[src/rtl/dinit_pkg.sv]
package dinit_pkg;
  localparam int STEPS = 18;

  typedef enum logic [2:0] {
    SEL_PHY_CFG  = 3'd0,
    SEL_PHY_CTRL = 3'd1,
    SEL_CMD      = 3'd2,
    SEL_TIMING   = 3'd3,
    SEL_LATENCY  = 3'd4,
    SEL_CONFIG   = 3'd5
  } reg_sel_e;

  localparam logic [7:0] CMD_MRS   = 8'h10;
  localparam logic [7:0] CMD_EMRS  = 8'h11;
  localparam logic [7:0] CMD_EMRS2 = 8'h12;
  localparam logic [7:0] CMD_EMRS3 = 8'h13;
  localparam logic [7:0] CMD_PRE   = 8'h20;
  localparam logic [7:0] CMD_REF   = 8'h30;
  localparam logic [7:0] CMD_DESEL = 8'h3F;

  localparam logic [15:0] ARG_PRE_ALL  = 16'h0400;
  localparam logic [15:0] ARG_DLL_EN   = 16'h0000;
  localparam logic [15:0] ARG_DLL_RST  = 16'h0100;
  localparam logic [15:0] ARG_OCD_DFLT = 16'h0380;
  localparam logic [15:0] ARG_OCD_EXIT = 16'h0000;

  localparam logic [31:0] PHY_CLK_EN    = 32'h0000_0001;
  localparam logic [31:0] PHY_RESETS    = 32'h0000_0003;
  localparam logic [31:0] PHY_CAL_START = 32'h0000_0004;

  typedef struct packed {
    reg_sel_e    sel;
    logic [31:0] data;
    logic        settle_after;
  } step_t;
endpackage

[src/rtl/dinit_step_rom.sv]
module dinit_step_rom
  import dinit_pkg::*;
#(
  parameter logic [31:0] MODE_WORD    = 32'h0000_0000,
  parameter logic [31:0] TIMING_WORD  = 32'h0000_0000,
  parameter logic [31:0] LATENCY_WORD = 32'h0000_0000,
  parameter logic [31:0] CONFIG_WORD  = 32'h0000_0000,
  parameter int          IDX_W        = 5
) (
  input  logic [IDX_W-1:0] idx,
  output step_t            step
);
  function automatic step_t mk(reg_sel_e s, logic [31:0] d, logic w);
    step_t r;
    r.sel          = s;
    r.data         = d;
    r.settle_after = w;
    return r;
  endfunction

  function automatic step_t cmd(logic [7:0] code, logic [15:0] arg);
    return mk(SEL_CMD, {8'h00, code, arg}, 1'b1);
  endfunction

  int unsigned pos;
  assign pos = 32'(idx);

  always_comb begin
    case (pos)
      0:       step = mk(SEL_PHY_CFG, PHY_CLK_EN, 1'b1);
      1:       step = mk(SEL_PHY_CTRL, PHY_RESETS, 1'b0);
      2:       step = mk(SEL_PHY_CTRL, PHY_CAL_START, 1'b1);
      3:       step = cmd(CMD_DESEL, 16'h0000);
      4:       step = cmd(CMD_PRE, ARG_PRE_ALL);
      5:       step = cmd(CMD_EMRS2, 16'h0000);
      6:       step = cmd(CMD_EMRS3, 16'h0000);
      7:       step = cmd(CMD_EMRS, ARG_DLL_EN);
      8:       step = cmd(CMD_MRS, ARG_DLL_RST);
      9:       step = cmd(CMD_PRE, ARG_PRE_ALL);
      10, 11:  step = cmd(CMD_REF, 16'h0000);
      12:      step = cmd(CMD_MRS, MODE_WORD[15:0]);
      13:      step = cmd(CMD_EMRS, ARG_OCD_DFLT | ARG_DLL_EN);
      14:      step = cmd(CMD_EMRS, ARG_OCD_EXIT | ARG_DLL_EN | MODE_WORD[31:16]);
      15:      step = mk(SEL_TIMING, TIMING_WORD, 1'b0);
      16:      step = mk(SEL_LATENCY, LATENCY_WORD, 1'b0);
      17:      step = mk(SEL_CONFIG, CONFIG_WORD, 1'b0);
      default: step = mk(SEL_PHY_CFG, 32'h0, 1'b0);
    endcase
  end
endmodule

[src/rtl/dinit_settle_timer.sv]
module dinit_settle_timer #(
  parameter int SETTLE_CYCLES = 10000
) (
  input  logic clk,
  input  logic rst,
  input  logic load,
  output logic expired
);
  localparam int CNT_W = (SETTLE_CYCLES < 2) ? 1 : $clog2(SETTLE_CYCLES + 1);
  localparam logic [CNT_W-1:0] RELOAD = CNT_W'(SETTLE_CYCLES - 1);

  logic [CNT_W-1:0] cnt;

  always_ff @(posedge clk) begin
    if (rst)            cnt <= '0;
    else if (load)      cnt <= RELOAD;
    else if (cnt != '0) cnt <= cnt - 1'b1;
  end

  assign expired = (cnt == '0);
endmodule

[src/rtl/ddr2_init_seq.sv]
module ddr2_init_seq
  import dinit_pkg::*;
#(
  parameter int          SETTLE_CYCLES = 10000,
  parameter logic [31:0] MODE_WORD     = 32'h0004_0A42,
  parameter logic [31:0] TIMING_WORD   = 32'h2236_1A0C,
  parameter logic [31:0] LATENCY_WORD  = 32'h0000_0305,
  parameter logic [31:0] CONFIG_WORD   = 32'h0001_0021
) (
  input  logic        clk,
  input  logic        rst,
  input  logic        start,
  output logic        wr_valid,
  input  logic        wr_ready,
  output logic [2:0]  wr_sel,
  output logic [31:0] wr_data,
  output logic        init_done
);
  localparam int IDX_W = $clog2(STEPS + 1);
  localparam logic [IDX_W-1:0] LAST_IDX = IDX_W'(STEPS - 1);

  typedef enum logic [1:0] {ST_IDLE, ST_WAIT, ST_WRITE, ST_DONE} state_e;

  state_e           state;
  logic [IDX_W-1:0] idx;
  logic [IDX_W-1:0] rom_idx;
  logic             settle_q;
  logic             timer_load;
  logic             timer_expired;
  logic             accept;
  step_t            step;

  assign accept     = (state == ST_WRITE) && wr_ready;
  assign rom_idx    = (state == ST_WRITE) ? idx + 1'b1 : idx;
  assign timer_load = ((state == ST_IDLE) && start) ||
                      (accept && settle_q && (idx != LAST_IDX));

  dinit_step_rom #(
    .MODE_WORD   (MODE_WORD),
    .TIMING_WORD (TIMING_WORD),
    .LATENCY_WORD(LATENCY_WORD),
    .CONFIG_WORD (CONFIG_WORD),
    .IDX_W       (IDX_W)
  ) u_rom (
    .idx (rom_idx),
    .step(step)
  );

  dinit_settle_timer #(
    .SETTLE_CYCLES(SETTLE_CYCLES)
  ) u_timer (
    .clk    (clk),
    .rst    (rst),
    .load   (timer_load),
    .expired(timer_expired)
  );

  always_ff @(posedge clk) begin
    if (rst) begin
      state     <= ST_IDLE;
      idx       <= '0;
      settle_q  <= 1'b0;
      wr_valid  <= 1'b0;
      wr_sel    <= 3'd0;
      wr_data   <= 32'h0;
      init_done <= 1'b0;
    end else begin
      case (state)
        ST_IDLE: begin
          if (start) state <= ST_WAIT;
        end
        ST_WAIT: begin
          if (timer_expired) begin
            state    <= ST_WRITE;
            wr_valid <= 1'b1;
            wr_sel   <= step.sel;
            wr_data  <= step.data;
            settle_q <= step.settle_after;
          end
        end
        ST_WRITE: begin
          if (wr_ready) begin
            if (idx == LAST_IDX) begin
              state     <= ST_DONE;
              wr_valid  <= 1'b0;
              init_done <= 1'b1;
            end else begin
              idx <= idx + 1'b1;
              if (settle_q) begin
                state    <= ST_WAIT;
                wr_valid <= 1'b0;
              end else begin
                wr_sel   <= step.sel;
                wr_data  <= step.data;
                settle_q <= step.settle_after;
              end
            end
          end
        end
        default: ;
      endcase
    end
  end
endmodule

[config.mk]
export PLATFORM = sky130hd
export DESIGN_NAME = ddr2_init_seq
export DESIGN_NICKNAME = d
export VERILOG_FILES = /design/src/rtl/dinit_pkg.sv /design/src/rtl/dinit_step_rom.sv /design/src/rtl/dinit_settle_timer.sv /design/src/rtl/ddr2_init_seq.sv
export SDC_FILE = /design/constraint.sdc
export NUM_CORES = 1
export LEC_CHECK = 0
export BUFFER_PORTS_ARGS = -buffer_cell sky130_fd_sc_hd__buf_2
export CORE_MARGIN = 2
export CORE_UTILIZATION = 45
export DETAILED_ROUTE_END_ITERATION = 8
export PLACE_DENSITY = 0.73
export SYNTH_ARGS = -nofsm -noshare
export SYNTH_HDL_FRONTEND = slang
export SYNTH_SLANG_ARGS = --single-unit
[constraint.sdc]
create_clock -name clk -period 3.18 [get_ports clk]
set_input_delay 0.318 -clock clk [delete_from_list [all_inputs] [get_ports clk]]
set_output_delay 0.318 -clock clk [all_outputs]
set_load 0.1 [all_outputs]
# Word level (Yosys, flattened, before mapping)
# Memories as Yosys holds them, arrays and structs flattened.
# Cells that the tools add are included.
[op_classes]
mux = 29
reduce_logical = 18
shifts = 0
n_bitwise = 1
order_cmp = 0
div = 0
multipliers = 0
addsub = 2
n_eq_ne = 10
[ops]
columns = ["operator", "count"]
rows = [
  ["$mux W32", 4],
  ["$pmux W32 S2", 1],
  ["$mux W14", 2],
  ["$logic_not A14 Y1", 1],
  ["$reduce_bool A14 Y1", 1],
  ["$sub A14 B1 Y14 const B", 1],
  ["$mux W3", 4],
  ["$mux W2", 5],
  ["$ne A2 B2 Y1 const B", 5],
  ["$reduce_and A5 Y1", 2],
  ["$mux W1", 8],
  ["$reduce_and A4 Y1", 2],
  ["$pmux W2 S3", 1],
  ["$pmux W3 S2", 1],
  ["$reduce_and A3 Y1", 2],
  ["$add A5 B1 Y5 const B", 1],
  ["$eq A5 B5 Y1 const B", 1],
  ["$mux W5", 1],
  ["$ne A5 B5 Y1 const B", 1],
  ["$logic_and A1 B1 Y1", 4],
  ["$pmux W1 S2", 2],
  ["$reduce_bool A2 Y1", 2],
  ["$ne A3 B2 Y1 const B", 1],
  ["$reduce_bool A3 Y1", 1],
  ["6 further kinds", 6],
]
[totals]
register_bits = 59
word_cells = 70
ram_bits = 0
rom_bits = 768
latchBits = 0
n_memories = 1
out_inout_bits = 37
input_bits = 4
[mem_list]
columns = ["memory", "depth", "word_bits", "rd", "rd_ports_with_merged_regs", "wr", "line", "rtl"]
rows = [
  ["(name not given)", 32, 24, 1, 0, 0, "dinit_step_rom.sv:29", "case (pos)"],
]

# Logic depth before layout (Yosys ltp)
# Gate-level depths: netlist of the first run.
# An unclocked memory read counts as a cell.
[depth]
depth_word = 7
ltp_mapped = 14
ltp_nobuf = 11

# Hierarchy
# A second synthesis of the first run with hierarchy kept.
[hier_totals]
cells_unflattened = 394
hier_area_um2 = 3345.7
[by_module_without_submodules]
columns = ["mod", "seq_area_each_um2", "cells_each", "n_inst", "area_each_um2"]
rows = [
  ["ddr2_init_seq", 900.9, 230, 1, 2069.5],
  ["dinit_settle_timer", 280.3, 85, 1, 711.9],
  ["dinit_step_rom", 0.0, 79, 1, 564.3],
]

# Worst setup path before layout of the first run
# No wires, ideal clock.
[synth_timing]
kind = "register to register"
startpoint = "reg state[0]"
endpoint = "reg wr_data[16]"
setup_ns = 0.081
arrival_ns = 2.540
synth_period_minus_slack_ns = 2.620
n_path_buf = 3
path_stages_with_launch = 15
path_slack_ns = 0.560
required_time_ns = 3.099
path_cell_list = "dfxtp_1 > inv_1 > ha_1 > clkbuf_1 > buf_2 > nor2_1 > a21o_1 > inv_1 > ha_1 > buf_1 > inv_1 > o211ai_1 > o311ai_0 > a211o_1 > a41oi_1"
[synth_between]
elab_chain_len = 7
elab_cells_between_ends = 15
classes_between = "6 x eq/ne; 6 x mux; 2 x reduce/logical; 1 x memory"
[synth_rtl]
columns = ["element", "line", "rtl"]
rows = [
  ["from (decl)", "ddr2_init_seq.sv:24", "state_e state;"],
  ["from (signal assigned)", "ddr2_init_seq.sv:60", "state <= ST_IDLE;"],
  ["from (signal assigned)", "ddr2_init_seq.sv:70", "if (start) state <= ST_WAIT;"],
  ["from (signal assigned)", "ddr2_init_seq.sv:74", "state <= ST_WRITE;"],
  ["$eq A2 B2 Y1", "ddr2_init_seq.sv:34, ddr2_init_seq.sv:68", ""],
  ["$mux W5", "ddr2_init_seq.sv:34", "assign rom_idx = (state == ST_WRITE) ? idx + 1'b1 : idx;"],
  ["$mem_v2 Z32 W24", "-", ""],
  ["$mux W32", "ddr2_init_seq.sv:89", "if (settle_q) begin"],
  ["$mux W32", "ddr2_init_seq.sv:83", "if (idx == LAST_IDX) begin"],
  ["$mux W32", "ddr2_init_seq.sv:82", "if (wr_ready) begin"],
  ["$pmux W32 S2", "ddr2_init_seq.sv:68", "case (state)"],
  ["to (signal assigned)", "ddr2_init_seq.sv:77", "wr_data <= step.data;"],
  ["to (signal assigned)", "ddr2_init_seq.sv:94", "wr_data <= step.data;"],
  ["to (decl)", "ddr2_init_seq.sv:16", "output logic [31:0] wr_data,"],
]
# Parallel ways exist; a longest one is shown, timed or not. The select of a mux whose other input is x is not followed.
# A chain may end at the register's enable or synchronous reset.

# Worst setup path in the final report of the first run
[layout_timing]
startpoint = "reg idx[1]"
endpoint = "reg wr_data[16]"
[layout_between]
elab_chain_len = 7
elab_cells_between_ends = 11
classes_between = "1 x add/sub; 2 x eq/ne; 6 x mux; 1 x reduce/logical; 1 x memory"
[layout_rtl]
columns = ["element", "line", "rtl"]
rows = [
  ["from (decl)", "ddr2_init_seq.sv:25", "logic [IDX_W-1:0] idx;"],
  ["from (signal assigned)", "ddr2_init_seq.sv:88", "idx <= idx + 1'b1;"],
  ["$add A5 B1 Y5", "ddr2_init_seq.sv:34", ""],
  ["$mux W5", "ddr2_init_seq.sv:34", ""],
  ["$mem_v2 Z32 W24", "-", ""],
  ["$mux W32", "ddr2_init_seq.sv:89", ""],
  ["$mux W32", "ddr2_init_seq.sv:83", ""],
  ["$mux W32", "ddr2_init_seq.sv:82", ""],
  ["$pmux W32 S2", "ddr2_init_seq.sv:68", ""],
]
# Parallel ways exist; a longest one is shown, timed or not. The select of a mux whose other input is x is not followed.

==> metrics.txt, run 1 <==
DRC violations left=0; cts bufs inserted=5; Post-Route Setup TNS=0 ns; # port buffers=28; Routed WL=approximately 5400 µm; max_slew headroom=between 50 and 60%; vias in the first global route=slightly below 2000; Clock Power Share=between 10% and 20%; Tcrit/Tclk final=a little over four fifths; placer congestion estimate=approximately 0.82; Top FF cell, synth=dfxtp_1; initial core utilization=about 47%; DP Wirelength=between 3000 and 4000 µm; Pre-antenna DRT Iters=4; Switching Power=between 1 and 1.5 mW; TritonCTS clock tree=built; Min-Delay Startpoint=wr_ready; footprint of the multi-input gates=approximately 0.0015 mm²; Reg2Reg Depth=10; status=finished, final reports clean; Syn-to-layout area delta=7.80%; post-layout minimum cycle time=about 2.7 ns; arrival time worst endpoint=a little under 3 ns; core area=~0.0056 mm²; setup ws final=0.493 ns; Clock Sinks=between 40 and 50; share of cells above drive strength 1=roughly 15%; count of state elements after synthesis=44; vias post-DR=between 2000 and 2500; grt total ovfl=0; sequential share of power=between 30% and 40%; startpoint types=flop; sequential cell area=between 800 and 900 µm²; synthesized area=about 0.0026 mm²; number of antenna diodes=0; share of flip-flops with an asynchronous set or reset=0%; initial antenna violation count=0; CTS resizes=0; pre-CTS WS=0.536 ns; most numerous cell in the Yosys netlist=dfxtp_1; Final Power=about 2.3 mW; internal power=1.21 mW; Post-synth top cells=44 x dfxtp_1, 27 x a21oi_1, 24 x nor2_1; Leak=between 1 and 1.5 nW; largest area contributor in the netlist=dfxtp_1; drt wl/cell=approximately 14 µm; DR vias/cell=between 5 and 6; Sw Ratio=a little under half; RSZ-0062 raised after global routing=no; IR drop worst, VDD=0.446 mV; Max Root-Sink Buffers=2; yosys warns=0; worst skew pair latency=~0.29 ns; Comb pwr share=48.4%; initial DRC count=129; Post-synth EDFFs=0; first-pass GRT wire length=8910 µm; CP Max Fanout=10; Yosys cell types=58; worst flop-to-flop path startpoint=idx[1]; worst setup path end=wr_data[16]; GRT Overall Usage=17.2%; Final Net Count=approximately 350; H-tree depth=2; Root Driver=clkbuf_8; Worst-path clk slew=0.08 ns; antenna violation net count after detailed routing=0; R2R Setup Slk=between 0.4 and 0.5 ns; critical path class=flop to flop; Fillers=between 500 and 600; largest net degree at the start of global routing=37; Min-Delay Path Class=primary input to flop; Die ar.=approximately 0.0065 mm²; RR Endpoint=wr_data[16]; f_max=~370 MHz; CP Capture Type=flop; Max Cap Viol=0; Min Hold Slack=roughly 0.33 ns; post-CTS setup buffer count=0; Syn Inst Count=between 300 and 400; fin. max-slew vios=0; hold_buf cts=0; die height=80.7 µm; top cells by area, synth=dfxtp_1 33%, ha_1 6.6%, a21oi_1 5.1%, buf_4 4.5%, xor2_1 3.6%; PD cells=between 700 and 800 mW/mm²; Fin Clk Skew=roughly 0.0045 ns; Rows=27; top-area cell type share of the netlist area=approximately 33%; Hold Fails Final Rpt=0; crit path launch=idx[1]; die width=around 81 µm; syn_area_per_cell=around 8.5 µm²; Slew @ Worst Pin=approximately 0.72 ns; count of final setup violators=0; Critical Path RT=between 3 and 4 ns; I/O pins=between 40 and 50; post-synthesis sequential area ratio=about 33%
worst max-delay path, cell delays in order (launching register included):
cell and delay, ns:
dfxtp_1 0.48, inv_1 0.08, ha_1 0.33, a21o_1 0.26, inv_1 0.16, ha_1 0.36, inv_1 0.13, o211ai_1 0.18
o311ai_0 0.14, a211o_1 0.30, a41oi_1 0.19
per-stage QoR:
step | utilization [%] | std cells | area [µm²]
after detailed placement | 49.0 | 394 | 2750
final | 50.9 | 402 | 2850
after CTS | 50.9 | 402 | 2850
after global placement | 49.0 | 394 | 2750
after global routing | 50.9 | 402 | 2850
after floorplan | - | 324 | 2690
placed cells by master, fill, tap and decap left out, types with 3 or more instances in the layout:
| cell | count |
|---|---|
| nor3_1 | 9 |
| nand2_1 | 23 |
| buf_2 | 28 |
| ha_1 | 14 |
| o21ai_0 | 13 |
| a21oi_1 | 27 |
| a211o_1 | 3 |
| buf_4 | 4 |
| clkbuf_8 | 5 |
| nor2_1 | 24 |
| dfxtp_1 | 44 |
| nand4_1 | 4 |
| o211ai_1 | 3 |
| nand2b_1 | 9 |
| mux2i_1 | 5 |
| nand3_1 | 9 |
| xnor2_1 | 10 |
| inv_1 | 15 |
| xor2_1 | 11 |
| and2_1 | 3 |
| conb_1 | 12 |
| nor2b_1 | 4 |
| o32ai_1 | 3 |
| a211oi_1 | 5 |
| a31oi_1 | 4 |
worst min-delay path by stage:
| stage | to | slack, ns | cells after the start |
|---|---|---|---|
| after floorplan | init_done | 0.48 | 2 |
| after global placement | wr_data[10] | 0.45 | 2 |
| after detailed placement | wr_data[10] | 0.45 | 2 |
| after CTS | init_done | 0.31 | 3 |
| after global routing | init_done | 0.36 | 3 |
| final | init_done | 0.33 | 3 |
final cells by class:
class	instances	share of cell area, %
Clock buffer	6	2.54
Clock inverter	2	1.23
Inverter	15	1.97
Multi-Input combinational cell	231	54.3
Sequential cell	44	30.9
Tap cell	72	3.16
Timing Repair Buffer	32	5.96
cells by family (layout without fill, tap and decap cells):
| group | after synthesis | in the layout | share of synthesized area, % |
|---|---|---|---|
| multiplexers | 6 | 6 | 2.32 |
| adder cells (fa/ha/maj) | 14 | 14 | 6.62 |
| AND/OR/NAND/NOR | 101 | 101 | 20.7 |
| XOR/XNOR | 21 | 21 | 6.95 |
| flip-flops | 44 | 44 | 33.3 |
| other | 1 | 12 | 0.142 |
| buffers and inverters | 49 | 55 | 9.79 |
| AO/OA/AOI/OAI | 77 | 77 | 20.2 |
sequential cells by signal, indices dropped and copies added, names as in the netlist:
signal and flops:
settle_q 1, u_timer.cnt 14, state 2, idx 5, wr_data 17, wr_valid 1, wr_sel 3, init_done 1
power by group through the flow:
stage	Sequential [mW]	Clock, mW	Combinational, mW
6_report	0.758	0.418	1.10
5_1_grt	0.777	0.453	1.19
4_1_cts	0.758	0.428	1.11
3_5_place_dp	0.769	0	1.10
3_3_place_gp	0.768	0	1.09
2_1_floorplan	1.08	0	0.656
metal layers:
metal / vias to the layer above / wire [µm] / GRT usage, % / part of all wire [%]
met1: 1001 / 2540 / 22.1 / 47
met4: 0 / 48 / 4.07 / 0.88
met2: 51 / 2640 / 29.6 / 49
li1: 1102 / - / - / -
met5: - / 0 / 0 / 0
met3: 5 / 212 / 3.48 / 3.9
Power figures use the tool's default switching activity.
==> run 2: changes to the inputs <==
==> constraint.sdc (replaced) <==
create_clock -name clk -period 2.52 [get_ports clk]
set_input_delay 0.252 -clock clk [delete_from_list [all_inputs] [get_ports clk]]
set_output_delay 0.252 -clock clk [all_outputs]
set_load 0.1 [all_outputs]
==> metrics.txt, run 2 (synthesized netlist as in run 1, its figures left out) <==
status=finished, final reports clean (unchanged); initial core utilization=47.2% (unchanged); worst skew pair latency=0.31 ns (was 0.29 ns); post-layout minimum cycle time=2.32 ns (was 2.69 ns); placer congestion estimate=0.827 (was 0.822); critical path class=flop to flop (unchanged); drt wl/cell=13.6 µm (was 13.5 µm); Reg2Reg Depth=10 (unchanged); Syn-to-layout area delta=11.3% (was 7.80%); count of final setup violators=0 (unchanged); grt total ovfl=0 (unchanged); H-tree depth=2 (unchanged); f_max=430 MHz (was 372 MHz); startpoint types=flop (unchanged); Root Driver=clkbuf_8 (unchanged); core area=0.00561 mm² (unchanged); Largest regs=wr_data: 17 flops, u_timer.cnt: 14 flops, idx: 5 flops (unchanged); Die ar.=0.00651 mm² (unchanged); GRT Overall Usage=18.3% (was 17.2%); arrival time worst endpoint=2.56 ns (was 2.91 ns); vias in the first global route=2013 (was 1925); max_slew headroom=65.2% (was 51.3%); Clock Sinks=44 (unchanged); Rows=27 (unchanged); Routed WL=5620 µm (was 5440 µm); most frequent cells in the layout=42 x dfxtp_1, 28 x buf_2, 27 x a21oi_1, 24 x nor2_1, 23 x nand2_1 (was 44 x dfxtp_1, 28 x buf_2, 27 x a21oi_1, 24 x nor2_1, 23 x nand2_1); hold depth=3 (unchanged); final std cells w/o fill=414 (was 402); share of cells above drive strength 1=19.0% (was 15.2%); Hold Fails Final Rpt=0 (unchanged); Min Hold Slack=0.231 ns (was 0.326 ns); largest net degree at the start of global routing=37 (unchanged); Biggest register=wr_data (unchanged); Tcrit/Tclk final=92.2% (was 84.5%); Max Cap Viol=0 (unchanged); I/O pins=41 (unchanged); Post-Route Setup TNS=0 ns (unchanged); Fin Clk Skew=0.0118 ns (was 0.00447 ns); PD cells=973 mW/mm² (was 799 mW/mm²); TritonCTS clock tree=built (unchanged); CP Max Fanout=10 (unchanged); # port buffers=28 (unchanged); CP Capture Type=flop (unchanged); worst flop-to-flop path startpoint=idx[1] (unchanged); RSZ-0062 raised after global routing=no (unchanged); initial DRC count=69 (was 129); vias post-DR=2223 (was 2159); pre-CTS WS=0.108 ns (was 0.536 ns); post-CTS setup buffer count=0 (unchanged); Sw Ratio=47.6% (was 46.9%); internal power=1.50 mW (was 1.21 mW); CP max stage cell=dfxtp_2 (was dfxtp_1); Switching Power=1.37 mW (was 1.07 mW); setup ws final=0.196 ns (was 0.493 ns); Max Root-Sink Buffers=2 (unchanged); CP dominant cell by count=inv_1 (unchanged); cts bufs inserted=5 (unchanged); Final Net Count=359 (was 347); die width=80.7 µm (unchanged); crit-path cells=inv_1, ha_1, a21o_1, inv_1, ha_1, inv_1, o211ai_1, o311ai_0, a211o_1, a41oi_1 (unchanged); fin. max-slew vios=0 (unchanged); RR Endpoint=wr_data[16] (unchanged); sequential share of power=33.4% (was 33.2%); CP peak stage delay=0.42 ns (was 0.48 ns); Min-Delay Path Class=primary input to flop (unchanged); R2R Setup Slk=0.20 ns (was 0.49 ns); Min-Delay Startpoint=wr_ready (unchanged); DR vias/cell=5.37 (about the same); Comb pwr share=50.2% (was 48.4%); Worst-path clk slew=0.09 ns (was 0.08 ns); Leak=1.22 nW (was 1.17 nW); Clock Power Share=16.4% (was 18.3%); DP Wirelength=4060 µm (was 3880 µm); antenna violation net count after detailed routing=0 (unchanged); Final Power=2.87 mW (was 2.28 mW); max reg flops=17 (unchanged); Critical Path RT=2.76 ns (was 3.40 ns); Min-Delay Endpoint=init_done (unchanged); first-pass GRT wire length=9450 µm (was 8910 µm); die height=80.7 µm (unchanged); number of antenna diodes=0 (unchanged); Pre-antenna DRT Iters=4 (unchanged); initial antenna violation count=0 (unchanged); Slew @ Worst Pin=0.519 ns (was 0.725 ns); DRC violations left=0 (unchanged); placed cells=406 (was 394); IR drop worst, VDD=0.817 mV (was 0.446 mV); commonest non-fill, non-tap cell in the layout=dfxtp_1 (unchanged)
==> run 2: worst max path at each step <==
stage / startpoint / end / slack, ns / cells past startpoint
6_report: idx[1] / wr_data[16] / 0.20 / 10
2_1_floorplan: state[0] / wr_data[16] / 0.01 / 14
5_1_grt: idx[1] / wr_data[16] / 0.05 / 10
3_5_place_dp: idx[1] / wr_data[16] / 0.11 / 10
3_3_place_gp: idx[1] / wr_data[16] / 0.26 / 10
4_1_cts: idx[1] / wr_data[16] / 0.08 / 10
==> run 2: power groups by stage <==
stage / registers (mW) / clock network, mW / logic [mW]
global placement: 0.968 / 0 / 1.43
floorplan: 1.36 / 0 / 0.828
finish: 0.958 / 0.471 / 1.44
global route: 0.976 / 0.513 / 1.56
CTS: 0.957 / 0.484 / 1.44
detailed placement: 0.970 / 0 / 1.44
==> run 2: final cells by class <==
| class | instances | area, µm² |
|---|---|---|
| tap | 72 | 90.1 |
| clock buffer | 7 | 86.3 |
| inverter | 15 | 56.3 |
| sequential | 44 | 883 |
| clock inverter | 1 | 7.51 |
| timing repair buffer | 44 | 273 |
| fill | 534 | 2660 |
| multi-input combinational | 231 | 1550 |
==> run 2: repair_timing <==
item / CTS / global route
hold buffers: 0 / 0
endpoints found under the setup margin: 0 / 1
gates resized for setup: 0 / 3
==> run 2: through the flow <==
step           cell area (µm²)  util [%]
2_1_floorplan             2690         -
3_3_place_gp              2850      50.8
3_5_place_dp              2850      50.8
4_1_cts                   2940      52.5
5_1_grt                   2950      52.5
6_report                  2950      52.5
==> run 2: critical path, delay by kind of cell (launching register included) <==
family          cells  cell delay, ns
fa+ha+maj           2            0.56
compound gates      5            0.99
buf+inv             3            0.30
flops               1            0.42
==> run 2: per-layer routing <==
layer | vias up | wire [µm] | track usage, %
li1 | 1131 | - | -
met1 | 1025 | 2590 | 24.4
met2 | 54 | 2680 | 29.3
met3 | 13 | 205 | 3.15
met4 | 0 | 133 | 7.12
met5 | - | 0 | 0
